$ cat src/rtl/apd_pkg.sv
package apd_pkg;
  typedef enum logic [1:0] {
    CONN_GND = 2'b00,
    CONN_VDD = 2'b01,
    CONN_SCL = 2'b10,
    CONN_SDA = 2'b11
  } conn_e;

  localparam conn_e CONN_POWERUP = CONN_VDD;
endpackage

$ cat src/rtl/apd_bus_window.sv
// Tracks whether a transmission is open and produces the sampling,
// tally-clear and commit strobes shared by all pin classifiers.
module apd_bus_window (
  input  logic clk,
  input  logic rst_n,
  input  logic sda_i,
  input  logic scl_i,
  input  logic start_i,
  input  logic stop_i,
  input  logic void_i,
  output logic sample_o,
  output logic init_o,
  output logic commit_o
);
  logic active_q, active_d;
  logic sda_q, scl_q;
  logic bus_edge;

  always_comb begin
    active_d = active_q;
    if (void_i)       active_d = 1'b0;
    else if (start_i) active_d = 1'b1;
    else if (stop_i)  active_d = 1'b0;
  end

  always_ff @(posedge clk or negedge rst_n) begin
    if (!rst_n) begin
      active_q <= 1'b0;
      sda_q    <= 1'b1;
      scl_q    <= 1'b1;
    end else begin
      active_q <= active_d;
      sda_q    <= sda_i;
      scl_q    <= scl_i;
    end
  end

  assign bus_edge = (sda_i != sda_q) || (scl_i != scl_q);
  assign sample_o = (start_i || active_q) && bus_edge && !void_i;
  assign init_o   = start_i && !active_q && !void_i;
  assign commit_o = stop_i && active_q && !void_i && !start_i;

  AST_OPEN_NEEDS_START: assert property (@(posedge clk) disable iff (!rst_n)
    $rose(active_q) |-> $past(start_i));
endmodule

$ cat src/rtl/apd_pin_class.sv
// Per-pin tally of the samples taken during one transmission, and the
// registered connection code that the tally produces at the stop.
module apd_pin_class
  import apd_pkg::*;
(
  input  logic  clk,
  input  logic  rst_n,
  input  logic  pin_i,
  input  logic  sda_i,
  input  logic  scl_i,
  input  logic  sample_i,
  input  logic  init_i,
  input  logic  commit_i,
  output conn_e conn_o
);
  logic  eq_scl_q, eq_sda_q, saw_hi_q, saw_lo_q, any_q;
  logic  eq_scl_d, eq_sda_d, saw_hi_d, saw_lo_d, any_d;
  logic  tally_en;
  conn_e conn_q, conn_d;

  // Next-state logic for the tally flags.
  always_comb begin
    eq_scl_d = eq_scl_q;
    eq_sda_d = eq_sda_q;
    saw_hi_d = saw_hi_q;
    saw_lo_d = saw_lo_q;
    any_d    = any_q;
    if (init_i) begin
      eq_scl_d = 1'b1;
      eq_sda_d = 1'b1;
      saw_hi_d = 1'b0;
      saw_lo_d = 1'b0;
      any_d    = 1'b0;
    end
    if (sample_i) begin
      eq_scl_d = eq_scl_d && (pin_i == scl_i);
      eq_sda_d = eq_sda_d && (pin_i == sda_i);
      saw_hi_d = saw_hi_d || pin_i;
      saw_lo_d = saw_lo_d || !pin_i;
      any_d    = 1'b1;
    end
  end

  // Classification at commit. SCL wins over SDA. A pin that toggled
  // without following a bus line keeps its previous code.
  always_comb begin
    conn_d = conn_q;
    if (commit_i && any_d) begin
      if (eq_scl_d)                  conn_d = CONN_SCL;
      else if (eq_sda_d)             conn_d = CONN_SDA;
      else if (saw_hi_d && !saw_lo_d) conn_d = CONN_VDD;
      else if (saw_lo_d && !saw_hi_d) conn_d = CONN_GND;
    end
  end

  assign tally_en = init_i || sample_i;

  always_ff @(posedge clk or negedge rst_n) begin
    if (!rst_n) begin
      eq_scl_q <= 1'b1;
      eq_sda_q <= 1'b1;
      saw_hi_q <= 1'b0;
      saw_lo_q <= 1'b0;
      any_q    <= 1'b0;
    end else if (tally_en) begin
      eq_scl_q <= eq_scl_d;
      eq_sda_q <= eq_sda_d;
      saw_hi_q <= saw_hi_d;
      saw_lo_q <= saw_lo_d;
      any_q    <= any_d;
    end
  end

  always_ff @(posedge clk or negedge rst_n) begin
    if (!rst_n)        conn_q <= CONN_POWERUP;
    else if (commit_i) conn_q <= conn_d;
  end

  assign conn_o = conn_q;

  AST_HOLD_OUTSIDE_STOP: assert property (@(posedge clk) disable iff (!rst_n)
    !commit_i |=> $stable(conn_q));
endmodule

$ cat src/rtl/apd_pullup_map.sv
// Maps each group's connection code to its pullup enable.
module apd_pullup_map
  import apd_pkg::*;
#(
  parameter int NGRP = 2
) (
  input  logic [2*NGRP-1:0] conn_i,
  output logic [NGRP-1:0]   pu_en_o
);
  for (genvar g = 0; g < NGRP; g++) begin : g_grp
    assign pu_en_o[g] = (conn_i[2*g +: 2] != CONN_GND);
  end
endmodule

$ cat src/rtl/addr_pin_decoder.sv
module addr_pin_decoder
  import apd_pkg::*;
#(
  parameter int SYNC_STAGES = 2
) (
  input  logic       clk,
  input  logic       rst_n,
  input  logic       adr_pin_a,
  input  logic       adr_pin_b,
  input  logic       sda,
  input  logic       scl,
  input  logic       start_stb,
  input  logic       stop_stb,
  input  logic       void_stb,
  output logic [1:0] conn_a,
  output logic [1:0] conn_b,
  output logic [3:0] addr_nib,
  output logic [1:0] pu_en
);
  localparam int NPIN = 2;
  localparam int CW   = 2;

  logic [SYNC_STAGES-1:0] rs_q;
  logic                   rst_sync_n;
  logic                   sample_w, init_w, commit_w;
  logic [NPIN-1:0]        pin_w;
  conn_e                  conn_w [NPIN];
  logic [NPIN*CW-1:0]     conn_flat;

  // Reset asserts at once and is released in step with the clock.
  always_ff @(posedge clk or negedge rst_n) begin
    if (!rst_n) rs_q <= '0;
    else        rs_q <= {rs_q[SYNC_STAGES-2:0], 1'b1};
  end
  assign rst_sync_n = rs_q[SYNC_STAGES-1];

  apd_bus_window u_win (
    .clk      (clk),
    .rst_n    (rst_sync_n),
    .sda_i    (sda),
    .scl_i    (scl),
    .start_i  (start_stb),
    .stop_i   (stop_stb),
    .void_i   (void_stb),
    .sample_o (sample_w),
    .init_o   (init_w),
    .commit_o (commit_w)
  );

  assign pin_w = {adr_pin_b, adr_pin_a};

  for (genvar g = 0; g < NPIN; g++) begin : g_pin
    apd_pin_class u_cls (
      .clk      (clk),
      .rst_n    (rst_sync_n),
      .pin_i    (pin_w[g]),
      .sda_i    (sda),
      .scl_i    (scl),
      .sample_i (sample_w),
      .init_i   (init_w),
      .commit_i (commit_w),
      .conn_o   (conn_w[g])
    );
    assign conn_flat[CW*g +: CW] = conn_w[g];
  end

  apd_pullup_map #(.NGRP(NPIN)) u_pu (
    .conn_i  (conn_flat),
    .pu_en_o (pu_en)
  );

  assign conn_a   = conn_flat[CW-1:0];
  assign conn_b   = conn_flat[2*CW-1:CW];
  assign addr_nib = conn_flat;

  AST_VOID_KEEPS_CODES: assert property (@(posedge clk) disable iff (!rst_sync_n)
    void_stb |=> ($stable(conn_a) && $stable(conn_b)));
  AST_PU_A_GROUND_OFF: assert property (@(posedge clk) disable iff (!rst_sync_n)
    (conn_a == 2'b00) |-> !pu_en[0]);
  AST_PU_B_GROUND_OFF: assert property (@(posedge clk) disable iff (!rst_sync_n)
    (conn_b == 2'b00) |-> !pu_en[1]);
endmodule

$ cat config.mk
export PLATFORM = sky130hd
export DESIGN_NAME = addr_pin_decoder
export DESIGN_NICKNAME = d
export VERILOG_FILES = /design/src/rtl/apd_pkg.sv /design/src/rtl/apd_bus_window.sv /design/src/rtl/apd_pin_class.sv /design/src/rtl/apd_pullup_map.sv /design/src/rtl/addr_pin_decoder.sv
export SDC_FILE = /design/constraint.sdc
export NUM_CORES = 1
export LEC_CHECK = 0
export BUFFER_PORTS_ARGS = -buffer_cell sky130_fd_sc_hd__buf_4
export CAP_MARGIN = 20
export CORE_UTILIZATION = 51
export DETAILED_ROUTE_END_ITERATION = 6
export MAX_ROUTING_LAYER = met4
export PLACE_DENSITY = 0.86
export SLEW_MARGIN = 20
export SYNTH_ARGS = -nofsm -noshare
export SYNTH_HDL_FRONTEND = slang
export SYNTH_SLANG_ARGS = --single-unit
$ cat constraint.sdc
create_clock -name clk -period 1.4 [get_ports clk]
set_input_delay 0.07 -clock clk [delete_from_list [all_inputs] [get_ports clk]]
set_output_delay 0.07 -clock clk [all_outputs]
set_load 0.005 [all_outputs]
# --- Word-level counts from Yosys, hierarchy flattened ---
# Index checks and enable logic that the tools add are counted.
word_totals:
  output_inout_bits: 10
  word_cells: 93
  reg_bits: 19
classes:
  reduce_logical: 40
  n_eq_ne: 6
  mux: 31
op_table:
  columns: ["operator", "count"]
  rows:
  - ["1-bit two-way mux", 23]
  - ["1-bit logical AND", 17]
  - ["2-bit two-way mux", 8]
  - ["1-bit logical NOT", 9]
  - ["4-bit nonzero test", 2]
  - ["1-bit logical OR", 7]
  - ["3-bit AND reduction", 2]
  - ["1-bit == test", 4]
  - ["2-bit nonzero test", 2]
  - ["3-bit nonzero test", 1]
  - ["1-bit != test", 2]

# --- Logic depth before layout (Yosys ltp) ---
# Gate-level depths: netlist of the first run.
logic_depth:
  depth_word: 12
  ltp_mapped: 9

# --- Hierarchy ---
# Synthesis of the first run repeated with hierarchy kept, for this count alone.
hier_totals:
  hier_cells: 87
  area_unflattened_um2: 928.4
modules_own_cells:
  columns: ["module", "instances", "area_per_inst_um2", "cells_per_inst"]
  rows:
  - ["apd_pin_class", 2, 344.1, 33]
  - ["apd_bus_window", 1, 143.9, 12]
  - ["addr_pin_decoder", 1, 83.8, 7]
  - ["apd_pullup_map", 1, 12.5, 2]

# --- Least setup slack after synthesis of the first run ---
# Ideal clock, no wire load.
synth_path:
  path_kind: "flip-flop to flip-flop"
  from: "register u_win.active_q"
  to: "register g_pin[1].u_cls.conn_q[0]"
  period_less_slack_ns: 1.968
  slack_ns: -0.568
  path_buffers: 1
  setup_ns: 0.082
  arrival_time_ns: 1.886
  stages_incl_launch_ff: 7
  cell_sequence: "dfrtp_1 > or3_1 > clkbuf_1 > a22o_2 > ha_1 > a31oi_1 > mux2_2"
synth_between:
  elab_cells_between_ends: 33
  cone_classes: "mux: 13; reduce/logical: 20"
synth_rtl:
  columns: ["element", "line", "text"]
  rows:
  - ["from (decl)", "apd_bus_window.sv:15", "logic active_q, active_d;"]
  - ["from (signal assigned)", "apd_bus_window.sv:32", "active_q <= active_d;"]
  - ["1-bit logical NOT", "apd_bus_window.sv:40", "assign init_o = start_i && !active_q && !void_i;"]
  - ["1-bit logical AND (2 in a row)", "apd_bus_window.sv:40", null]
  - ["1-bit two-way mux", "apd_pin_class.sv:28", "if (init_i) begin"]
  - ["1-bit logical OR", "apd_pin_class.sv:38", "saw_hi_d = saw_hi_d || pin_i;"]
  - ["1-bit two-way mux (*)", "apd_pin_class.sv:35", "if (sample_i) begin"]
  - ["via g_pin[1].u_cls.saw_hi_d", "apd_pin_class.sv:17", "logic eq_scl_d, eq_sda_d, saw_hi_d, saw_lo_d, any_d;"]
  - ["1-bit logical NOT or 1-bit logical AND (tied branches)", "apd_pin_class.sv:52, apd_pin_class.sv:51", null]
  - ["1-bit logical AND or 2-bit two-way mux (tied branches)", "apd_pin_class.sv:52, apd_pin_class.sv:51", null]
  - ["4-bit nonzero test (no source line) or 2-bit two-way mux (tied branches)", null, null]
  - ["3-bit AND reduction (no source line) or 2-bit two-way mux (tied branches)", null, null]
  - ["to (signal assigned)", "apd_pin_class.sv:76", "else if (commit_i) conn_q <= conn_d;"]
  - ["to (decl)", "apd_pin_class.sv:19", "conn_e conn_q, conn_d;"]
# Mark *: on every way through the listed nets, which the timed path passes. The rest lies on a longest branch.
# A chain may end at the register's enable or synchronous reset.

# --- Worst setup path after layout of the first run ---
layout_path:
  from: "register u_win.scl_q"
  to: "register g_pin[1].u_cls.conn_q[0]"
layout_between:
  elab_chain_len: 10
  elab_cells_between_ends: 19
  cone_classes: "eq/ne: 1; mux: 8; reduce/logical: 10"
layout_rtl:
  columns: ["element", "line", "text"]
  rows:
  - ["from (decl)", "apd_bus_window.sv:16", "logic sda_q, scl_q;"]
  - ["from (signal assigned)", "apd_bus_window.sv:34", "scl_q <= scl_i;"]
  - ["1-bit != test (*)", "apd_bus_window.sv:38", "assign bus_edge = (sda_i != sda_q) || (scl_i != scl_q);"]
  - ["1-bit logical OR (*)", "apd_bus_window.sv:38", null]
  - ["1-bit logical AND (*) (2 in a row)", "apd_bus_window.sv:39", "assign sample_o = (start_i || active_q) && bus_edge && !void_i;"]
  - ["1-bit two-way mux", "apd_pin_class.sv:35", null]
  - ["1-bit logical NOT", "apd_pin_class.sv:51", "else if (saw_hi_d && !saw_lo_d) conn_d = CONN_VDD;"]
  - ["1-bit logical AND", "apd_pin_class.sv:51", null]
  - ["2-bit two-way mux", "apd_pin_class.sv:51", null]
  - ["2-bit two-way mux", "apd_pin_class.sv:50", "else if (eq_sda_d) conn_d = CONN_SDA;"]
  - ["2-bit two-way mux", "apd_pin_class.sv:49", "if (eq_scl_d) conn_d = CONN_SCL;"]
# Mark *: on every way between the ends. The rest lies on a longest branch, timed or not.

==> run_results.csv, run 1 <==
group,metric,value,unit
pwr,p_int,1.32,mW
yosys,synth_mux_area_frac,0.0272,
placed_design,dp_hpwl,1640,um
yosys,yosysMostFrequentCell,"dfrtp_1",
drt,wire_per_inst,20.2,um
placed_design,portBuffers,18,
timing,maxSlewViolCount,0,
drt,remaining_drc_errors,0,
placed_design,dp_worst_setup_slack,-718,ps
timing,fin_ws,-558,ps
floorplanning,placementRows,15,
clock_tree,cts_tree,"done",
pwr,p_clk_frac,0.142,
yosys,yosysTopAreaCell,"dfrtp_1",
yosys,syn_area,965,um2
timing,hold_viol_final,0,
pwr,ir_worst_vdd,982,uV
yosys,synthFlopType,"dfrtp_1",
global_route,grt_max_degree,18,
outcome,violations,"setup timing",
cells_and_area,seqCellArea,487,um2
floorplanning,ioPinCount,19,
timing,fin_crit_sh,1.40,
timing,rsz0062_at_grt,"yes",
pwr,net-switching-power,658,uW
clock_tree,cts_buffer_depth,2,
drt,drt-initial-drc-count,22,
floorplanning,initial_core_util,0.553,
setup_path,cp.arrival,2210,ps
yosys,netlist_instances,85,
worst_hold_path,min_from,"adr_pin_a",
clock_tree,numCtsBuffers,3,
outcome,status,"finished, violations left",
floorplanning,dieArea,2070,um2
drt,vias_per_cell,5.80,
yosys,ys_warn_count,0,
yosys,synth_top_area_frac,0.285,
floorplanning,die_x,45.5,um
floorplanning,dieHeight,45.5,um
timing,period_minus_slack,1960,ps
setup_path,r2r-start,"u_win.scl_q$_DFF_PN1_",
global_route,grt_pass1_wl,4060,um
yosys,synth_xor_area_frac,0.0545,
clock_tree,clk_pin_slew,100,ps
drt,drtAntennaViolNets,0,
cells_and_area,drive_above_1_share,0.675,
setup_path,worstSetupStartpointType,"register",
global_route,grt_pass1_vias,835,
yosys,synth_fa_ha_area_frac,0.0259,
cells_and_area,fill_cells,80,
setup_path,worstSetupPathType,"register to register",
global_route,grt_usage,0.297,
yosys,ys_seq_elements,19,
placed_design,place_congestion,0.792,
yosys,synth_edf_count,0,
clock_tree,root_buffer,"clkbuf_4",
timing,fin_tns_setup,-2210,ps
yosys,synthArstFlopShare,1.00,
pwr,p_sw_frac,0.332,
yosys,synthDistinctLibCells,31,
floorplanning,core,1750,um2
yosys,ys_top_cells_by_count,"dfrtp_1 (11), dfstp_2 (8), o21ai_0 (7)",
setup_path,cp.required,1650,ps
timing,skew,8.57,ps
setup_path,path_max_fanout,3,
run,max_cap_viol_count,0,
timing,setup_violations,12,
pwr,combinationalPowerShare,0.448,
drt,routed_wl,3050,um
setup_path,end_kind,"register",
pwr,power_leakage,0.682,nW
yosys,synth_top_family_by_area,"compound AO/OA/AOI/OAI gates",
timing,relSlewSlack,0.546,
global_route,grt.overflow.total,0,
yosys,syn_avg_cell_area,11.3,um2
global_route,antenna_found_initial,0,
yosys,synth-simple-area-share,0.106,
yosys,yosysSeqAreaShare,0.503,
timing,timing.fmax,511,MHz
pwr,seqPwrFrac,0.410,
clock_tree,insertion_delay,310,ps
yosys,synthTopCellsByArea,"dfrtp_1 (29%), dfstp_2 (22%), xor2_1 (5.4%), a22o_2 (4.2%), o21ai_0 (3.6%)",
cells_and_area,multi_input_area,607,um2
yosys,synth_compound_area_frac,0.220,
cells_and_area,syn_to_final_growth,58.4,%
setup_path,worstSetupStartpoint,"u_win.scl_q$_DFF_PN1_",
timing,worst_slew_pin_slew,681,ps
worst_hold_path,hp-class,"primary input to register",
yosys,syn_nets,96,
pwr,p_per_area,1300,nW/um2
drt,dr.pass1.iters,4,
cells_and_area,final_nets,138,
clock_tree,cts_max_level,1,
drt,vias,876,
clock_tree,clkSinkCount,19,
cells_and_area,n_antenna_cell,0,
[metal layers]
metal / routed length (um) / GRT usage
met1: 1180 / 0.338
met2: 1610 / 0.494
met4: 98 / 0.121
met3: 161 / 0.0754
met5: 0 / -
[state kept, by name, indices dropped and copies added (netlist names)]
register              cells
g_pin.u_cls.conn_o        4
g_pin.u_cls.any_q         2
g_pin.u_cls.eq_scl_q      2
g_pin.u_cls.eq_sda_q      2
g_pin.u_cls.saw_hi_q      2
g_pin.u_cls.saw_lo_q      2
rs_q                      2
u_win.active_q            1
u_win.scl_q               1
u_win.sda_q               1
[critical path, cell delays in order (launching register included)]
cell and delay (ps):
dfstp_2 580, xor2_4 220, o21bai_4 120, o21ai_2 190, inv_2 70, ha_4 250, a31oi_4 140, mux2_4 310
[timing repair]
action,4_1_cts,5_1_grt
pin swaps,6,11
hold buffers,2,0
buffers inserted,3,4
hold endpoints to repair,4,0
setup endpoints to repair,8,10
gates resized for setup,13,33
[logic make-up (layout without fill, tap and decap cells)]
logic type                 after synthesis  after routing
adders and majority gates                2              2
other                                    1              1
AOI/OAI and AO/OA                       28             28
muxes                                    2              2
buffers and inverters                    9             50
xor gates and xnor gates                 6              6
DFF                                     19             19
and+or+nand+nor                         18             18
[placed cells by master (no fill, tap or decap), types with 2 or more instances in the layout]
cell type / n
dfstp_2: 8
clkbuf_4: 3
dlygate4sd3_1: 2
o21ai_1: 2
xor2_4: 2
o21ba_1: 2
a22o_4: 2
nor2_2: 2
ha_4: 2
nor2_1: 2
mux2_4: 2
buf_4: 31
nand2_1: 6
or2_2: 2
a22o_2: 2
a21oi_1: 2
o21ai_2: 4
a21oi_4: 4
inv_2: 2
dfrtp_1: 10
xor2_1: 4
buf_6: 10
[path summary, 6_finish.rpt]
path,to,slack (ps),cells after the start
worst max-delay path,g_pin[1].u_cls.conn_o[0]$_DFFE_PN1P_,-560,7
worst min-delay path,g_pin[0].u_cls.saw_lo_q$_DFFE_PN0P_,0.7,2
worst max register to register,g_pin[1].u_cls.conn_o[0]$_DFFE_PN1P_,-560,7
worst min register to register,g_pin[1].u_cls.conn_o[1]$_DFFE_PN0P_,280,0
max in group asynchronous,u_win.active_q$_DFFE_PN0P_,640,0
min in group asynchronous,rs_q[0]$_DFF_PN0_,70,2
[layout make-up]
cell class | count | share of cell area
Inverter | 3 | 0.00737
Sequential cell | 19 | 0.319
Tap cell | 25 | 0.0205
Clock buffer | 4 | 0.0172
Timing Repair Buffer | 43 | 0.239
Multi-Input combinational cell | 57 | 0.397
[power groups by stage]
stage	Sequential (mW)	Clock (mW)	Combinational [mW]
6_report	0.811	0.281	0.888
5_1_grt	0.823	0.305	0.935
4_1_cts	0.786	0.279	0.695
3_5_place_dp	0.794	0	0.625
3_3_place_gp	0.783	0	0.588
2_1_floorplan	0.775	0	0.351
[through the flow]
step                hold slack [ps]  area, um2  utilization  total power [mW]  cells
finish                        0.664       1530        0.875              1.98    151
global route                 -0.274       1530        0.875              2.06    151
CTS                           -8.96       1340        0.767              1.76    147
detailed placement             -146       1220        0.698              1.42    138
global placement               -148       1220        0.698              1.37    138
floorplan                      -226        987            -              1.13     85
No activity file was read; power rests on OpenSTA's default activity.
==> run 2: changes to the inputs <==
ABC_AREA = 1   (was not set)
PLACE_DENSITY = 0.85   (was 0.86)
==> run_results.csv, run 2 <==
group,metric,value,unit
yosys,synthTopCellsByArea,"dfrtp_1 (28%), dfstp_2 (21%), nand2_1 (12%), inv_1 (5.3%), a32o_1 (4.0%)",
cells_and_area,n_antenna_cell,0,
setup_path,r2r-start,"u_win.sda_q$_DFF_PN1_",
setup_path,reg2reg_depth,13,
setup_path,r2r_slack,-320,ps
clock_tree,clk_pin_slew,100,ps
pwr,net-switching-power,530,uW
setup_path,path_max_fanout,4,
floorplanning,die_x,46.3,um
global_route,grt_usage,0.235,
setup_path,cp_cell_sequence,"inv_2 > nand2_2 > nand2_2 > nand2_4 > nand2_4 > o21ai_2 > inv_1 > ha_1 > inv_2 > nand2_2 > nand2_1 > nand2_1 > nand2_1",
drt,drtAntennaViolNets,0,
cells_and_area,fin_util,0.773,
cells_and_area,drive_above_1_share,0.500,
timing,fin_crit_sh,1.23,
yosys,ys_top_cells_by_count,"nand2_1 (32), inv_1 (14), dfrtp_1 (11)",
yosys,yosysSeqAreaShare,0.485,
yosys,syn_nets,123,
clock_tree,clkSinkCount,19,
pwr,p_sw_frac,0.311,
drt,remaining_drc_errors,0,
pwr,ir_worst_vdd,950,uV
outcome,violations,"setup timing",
global_route,antenna_found_initial,0,
clock_tree,insertion_delay,300,ps
floorplanning,placementRows,15,
clock_tree,cts_tree,"done",
drt,dr.pass1.iters,4,
yosys,synthArstFlopShare,1.00,
timing,maxSlewViolCount,0,
timing,hold_viol_final,0,
setup_path,reg2reg_to,"g_pin[0].u_cls.conn_o[0]$_DFFE_PN1P_",
global_route,grt.overflow.total,0,
placed_design,dp_hpwl,1500,um
setup_path,cpPeakStageDelay,560,ps
pwr,seqPwrFrac,0.451,
floorplanning,dieHeight,46.3,um
pwr,combinationalPowerShare,0.392,
clock_tree,numCtsBuffers,3,
clock_tree,root_buffer,"clkbuf_4",
cells_and_area,final_cell_mix,"buf_4 (32), nand2_1 (26), dfrtp_1 (11), inv_2 (10), nand2_2 (10)",
worst_hold_path,hp-class,"primary input to asynchronous set/reset pin",
drt,vias,873,
setup_path,crit_slowest_cell,"dfstp_2",
drt,wire_per_inst,12.9,um
yosys,ys_seq_elements,19,
cells_and_area,final_nets,162,
pwr,p_per_area,1230,nW/um2
timing,setup_violations,5,
clock_tree,cts_max_level,1,
yosys,syn_avg_cell_area,8.94,um2
outcome,status,"finished, violations left",
pwr,p_int,1.17,mW
drt,drt-initial-drc-count,26,
timing,worst_hold_slack,88.9,ps
yosys,ys_warn_count,0,
run,max_cap_viol_count,0,
cells_and_area,syn_to_final_growth,37.7,%
yosys,synth_top_area_frac,0.275,
timing,fin_ws,-316,ps
global_route,grt_pass1_wl,3290,um
drt,vias_per_cell,4.99,
setup_path,cp.arrival,1950,ps
yosys,syn_area,1000,um2
setup_path,worstSetupStartpointType,"register",
yosys,synthDistinctLibCells,22,
yosys,yosysMostFrequentCell,"nand2_1",
yosys,yosysTopAreaCell,"dfrtp_1",
placed_design,portBuffers,18,
timing,skew,13.2,ps
setup_path,worstSetupPathType,"register to register",
global_route,grt_pass1_vias,766,
clock_tree,cts_buffer_depth,2,
floorplanning,initial_core_util,0.561,
floorplanning,dieArea,2140,um2
timing,period_minus_slack,1720,ps
cells_and_area,largest_reg_flops,4,
yosys,synth_edf_count,0,
global_route,grt_max_degree,12,
pwr,p_clk_frac,0.157,
yosys,synthFlopType,"dfrtp_1",
drt,routed_wl,2250,um
placed_design,place_congestion,0.848,
setup_path,cp.required,1640,ps
timing,timing.fmax,583,MHz
floorplanning,ioPinCount,19,
pwr,power_leakage,0.711,nW
setup_path,end_kind,"register",
timing,rsz0062_at_grt,"yes",
cells_and_area,layout_commonest_cell,"buf_4",
yosys,netlist_instances,112,
floorplanning,core,1780,um2
run 2: layout make-up:
cell class / count / area, um2
Clock buffer: 4 / 26.3
Fill cell: 120 / 404
Inverter: 19 / 71.3
Multi-Input combinational cell: 70 / 464
Sequential cell: 19 / 485
Tap cell: 25 / 31.3
Timing Repair Buffer: 38 / 300
run 2: worst max path at each step:
stage	startpoint	end	slack, ps	depth (start not counted)
finish	u_win.sda_q$_DFF_PN1_	g_pin[0].u_cls.conn_o[0]$_DFFE_PN1P_	-320	13
global route	u_win.sda_q$_DFF_PN1_	g_pin[0].u_cls.conn_o[0]$_DFFE_PN1P_	-410	13
CTS	u_win.sda_q$_DFF_PN1_	g_pin[1].u_cls.conn_o[0]$_DFFE_PN1P_	-270	13
detailed placement	u_win.scl_q$_DFF_PN1_	g_pin[0].u_cls.conn_o[0]$_DFFE_PN1P_	-270	13
global placement	u_win.scl_q$_DFF_PN1_	g_pin[1].u_cls.conn_o[0]$_DFFE_PN1P_	-230	13
floorplan	u_win.scl_q$_DFF_PN1_	g_pin[0].u_cls.conn_o[1]$_DFFE_PN0P_	-210	12
run 2: metrics by stage:
step           setup WS (ps)  cells  setup TNS (ps)  total power [mW]  instance area, um2
2_1_floorplan           -212    112            -826              1.11                1010
3_3_place_gp            -228    160            -901              1.33                1220
3_5_place_dp            -273    160           -1060              1.36                1220
4_1_cts                 -273    172           -1030              1.66                1320
5_1_grt                 -411    175           -1520              1.84                1380
6_report                -316    175           -1090              1.70                1380
run 2: cells by family (layout without fill, tap and decap cells):
group,count (synthesis),count (layout),synth area share
compound gates,9,9,0.0750
fa+ha+maj,2,2,0.0250
xor+xnor,4,4,0.0350
simple gates,54,54,0.275
other cells,1,1,0.00375
buf+inv,23,61,0.101
flops,19,19,0.485
run 2: layer usage:
metal	wire length [um]	vias to the layer above	global-route usage
met1	916	432	0.278
met2	1240	20	0.392
met5	0	-	-
li1	-	421	-
met3	93	0	0.0824
met4	0	0	0.0353
run 2: critical path, delay by kind of cell (launching register included):
| kind | cells | cell delay (ps) |
|---|---|---|
| flip-flops | 1 | 560 |
| AND/OR/NAND/NOR | 8 | 500 |
| adder cells (fa/ha/maj) | 1 | 280 |
| buffers and inverters | 3 | 160 |
| AO/OA/AOI/OAI | 1 | 150 |
run 2: power groups by stage:
stage | Sequential [mW] | Clock (mW) | Combinational [mW]
floorplan | 0.769 | 0 | 0.342
global placement | 0.770 | 0 | 0.561
detailed placement | 0.777 | 0 | 0.580
CTS | 0.767 | 0.285 | 0.608
global route | 0.784 | 0.320 | 0.736
finish | 0.768 | 0.268 | 0.667
run 2: timing repair:
| action | 4_1_cts | 5_1_grt |
|---|---|---|
| endpoints found under the setup margin | 4 | 6 |
| buffers inserted | 2 | 3 |
| endpoints found under the hold margin | 6 | 0 |
| hold buffers | 6 | 0 |
| pin swaps | 5 | 3 |
| resized for setup | 2 | 10 |
==> run 3: changes to the inputs <==
REMOVE_ABC_BUFFERS = 1   (was not set)
==> run_results.csv, run 3 (synthesis gave the netlist of run 2 again) <==
group,metric,value,unit
outcome,status,"finished, violations left",
outcome,violations,"setup timing",
worst_hold_path,worstHoldPathCells,2,
timing,rsz0062_at_grt,"yes",
floorplanning,dieArea,2140,um2
setup_path,path_max_fanout,4,
cells_and_area,stdcell_count,172,
clock_tree,cts_max_level,1,
pwr,p_clk_frac,0.169,
pwr,p_per_area,1270,nW/um2
drt,drt-initial-drc-count,10,
timing,setup_violations,5,
cells_and_area,n_antenna_cell,0,
clock_tree,clkSinkCount,19,
global_route,antenna_found_initial,0,
placed_design,place_congestion,0.836,
global_route,grt_usage,0.225,
pwr,p_sw_frac,0.323,
clock_tree,numCtsBuffers,3,
cells_and_area,largest_reg_flops,4,
setup_path,reg2reg_to,"g_pin[1].u_cls.conn_o[0]$_DFFE_PN1P_",
setup_path,crit_buf_inv,2,
cells_and_area,fin_area,1360,um2
setup_path,cp_cell_sequence,"nand2_2 > nand2_2 > nand2_4 > buf_4 > a32o_2 > ha_4 > inv_2 > nand2_2 > nand2_1 > nand2_1 > nand2_1",
run,max_cap_viol_count,0,
placed_design,portBuffers,18,
drt,vias_per_cell,4.94,
setup_path,worstSetupPathType,"register to register",
pwr,power_leakage,0.705,nW
global_route,grt.overflow.total,0,
setup_path,r2r_slack,-330,ps
cells_and_area,syn_to_final_growth,35.7,%
timing,period_minus_slack,1730,ps
setup_path,worstSetupStartpointType,"register",
placed_design,post_dp_cell_area,1200,um2
drt,vias,849,
clock_tree,root_buffer,"clkbuf_4",
clock_tree,clk_pin_slew,110,ps
pwr,net-switching-power,558,uW
pwr,finalPower,1.73,mW
floorplanning,initial_core_util,0.561,
drt,routed_wl,2290,um
cells_and_area,final_nets,159,
cells_and_area,final_cell_mix,"buf_4 (30), nand2_1 (27), dfrtp_1 (11), inv_1 (10)",
timing,fin_crit_sh,1.24,
timing,timing.fmax,578,MHz
timing,maxSlewViolCount,0,
pwr,combinationalPowerShare,0.386,
clock_tree,cts_tree,"done",
global_route,grt_max_degree,18,
pwr,p_int,1.17,mW
timing,fin_ws,-331,ps
drt,wire_per_inst,13.3,um
floorplanning,dieHeight,46.3,um
worst_hold_path,min_from,"sda",
floorplanning,die_x,46.3,um
setup_path,cp_top_family,"flip-flops",
timing,fin_tns_setup,-1250,ps
worst_hold_path,whs_endpoint,"u_win.sda_q$_DFF_PN1_",
drt,dr.pass1.iters,4,
setup_path,cpPeakStageDelay,560,ps
global_route,grt_pass1_wl,3210,um
setup_path,cp.arrival,1990,ps
clock_tree,insertion_delay,310,ps
floorplanning,core,1780,um2
setup_path,crit_slowest_cell,"dfstp_2",
cells_and_area,fill_cells,127,
pwr,ir_worst_vdd,894,uV
cells_and_area,fin_util,0.762,
setup_path,reg2reg_depth,11,
worst_hold_path,hp-class,"primary input to register",
floorplanning,ioPinCount,19,
global_route,grt_pass1_vias,783,
cells_and_area,layout_commonest_cell,"buf_4",
pwr,seqPwrFrac,0.445,
timing,skew,3.96,ps
placed_design,dp_hpwl,1480,um
floorplanning,placementRows,15,
timing,hold_viol_final,0,
cells_and_area,drive_above_1_share,0.503,
clock_tree,cts_buffer_depth,2,
drt,remaining_drc_errors,0,
drt,drtAntennaViolNets,0,
setup_path,r2r-start,"u_win.scl_q$_DFF_PN1_",
placed_design,post-place-cells,160,
setup_path,end_kind,"register",
setup_path,cp.required,1650,ps
==> run 3: cell type report <==
cell class              count  area (um2)  area share
well taps                  25        31.3      0.0230
clock buffers               4        26.3      0.0193
flip-flops and latches     19         485       0.357
repair buffers             35         277       0.203
multi-input cells          70         468       0.344
inverters                  19        71.3      0.0525
==> run 3: power groups by stage <==
stage	logic [mW]	clock network [mW]	registers [mW]
CTS	0.607	0.287	0.768
global placement	0.552	0	0.765
floorplan	0.260	0	0.779
finish	0.667	0.291	0.770
detailed placement	0.571	0	0.777
global route	0.730	0.315	0.782
==> run 3: per-stage QoR <==
| step | hold slack (ps) | setup slack (ps) |
|---|---|---|
| final | 13.3 | -331 |
| after global routing | 10.5 | -398 |
| after CTS | 10.1 | -306 |
| after detailed placement | -146 | -427 |
| after global placement | -148 | -313 |
| after floorplan | -226 | -287 |
==> run 3: what timing repair did <==
item,4_1_cts,5_1_grt
hold buffers,4,0
endpoints found under the hold margin,4,0
pin swaps,7,5
setup buffers,2,2
gates resized for setup,9,9
cloned,0,0
setup endpoints to repair,4,4
==> run 3: worst max-delay path by stage <==
stage / from / to / slack (ps) / cells past startpoint
after detailed placement: u_win.scl_q$_DFF_PN1_ / g_pin[0].u_cls.conn_o[0]$_DFFE_PN1P_ / -430 / 13
after CTS: u_win.sda_q$_DFF_PN1_ / g_pin[0].u_cls.conn_o[0]$_DFFE_PN1P_ / -310 / 13
after global placement: u_win.sda_q$_DFF_PN1_ / g_pin[1].u_cls.conn_o[0]$_DFFE_PN1P_ / -310 / 13
after global routing: u_win.scl_q$_DFF_PN1_ / g_pin[0].u_cls.conn_o[0]$_DFFE_PN1P_ / -400 / 12
final: u_win.scl_q$_DFF_PN1_ / g_pin[1].u_cls.conn_o[0]$_DFFE_PN1P_ / -330 / 11
after floorplan: u_win.sda_q$_DFF_PN1_ / g_pin[0].u_cls.conn_o[1]$_DFFE_PN0P_ / -290 / 12
==> run 3: routing by layer <==
layer	routed length (um)	GRT usage	part of all wire
met3	88	0.0510	0.038
met5	0	-	0
met4	80	0.118	0.035
met2	1210	0.375	0.53
met1	910	0.246	0.40
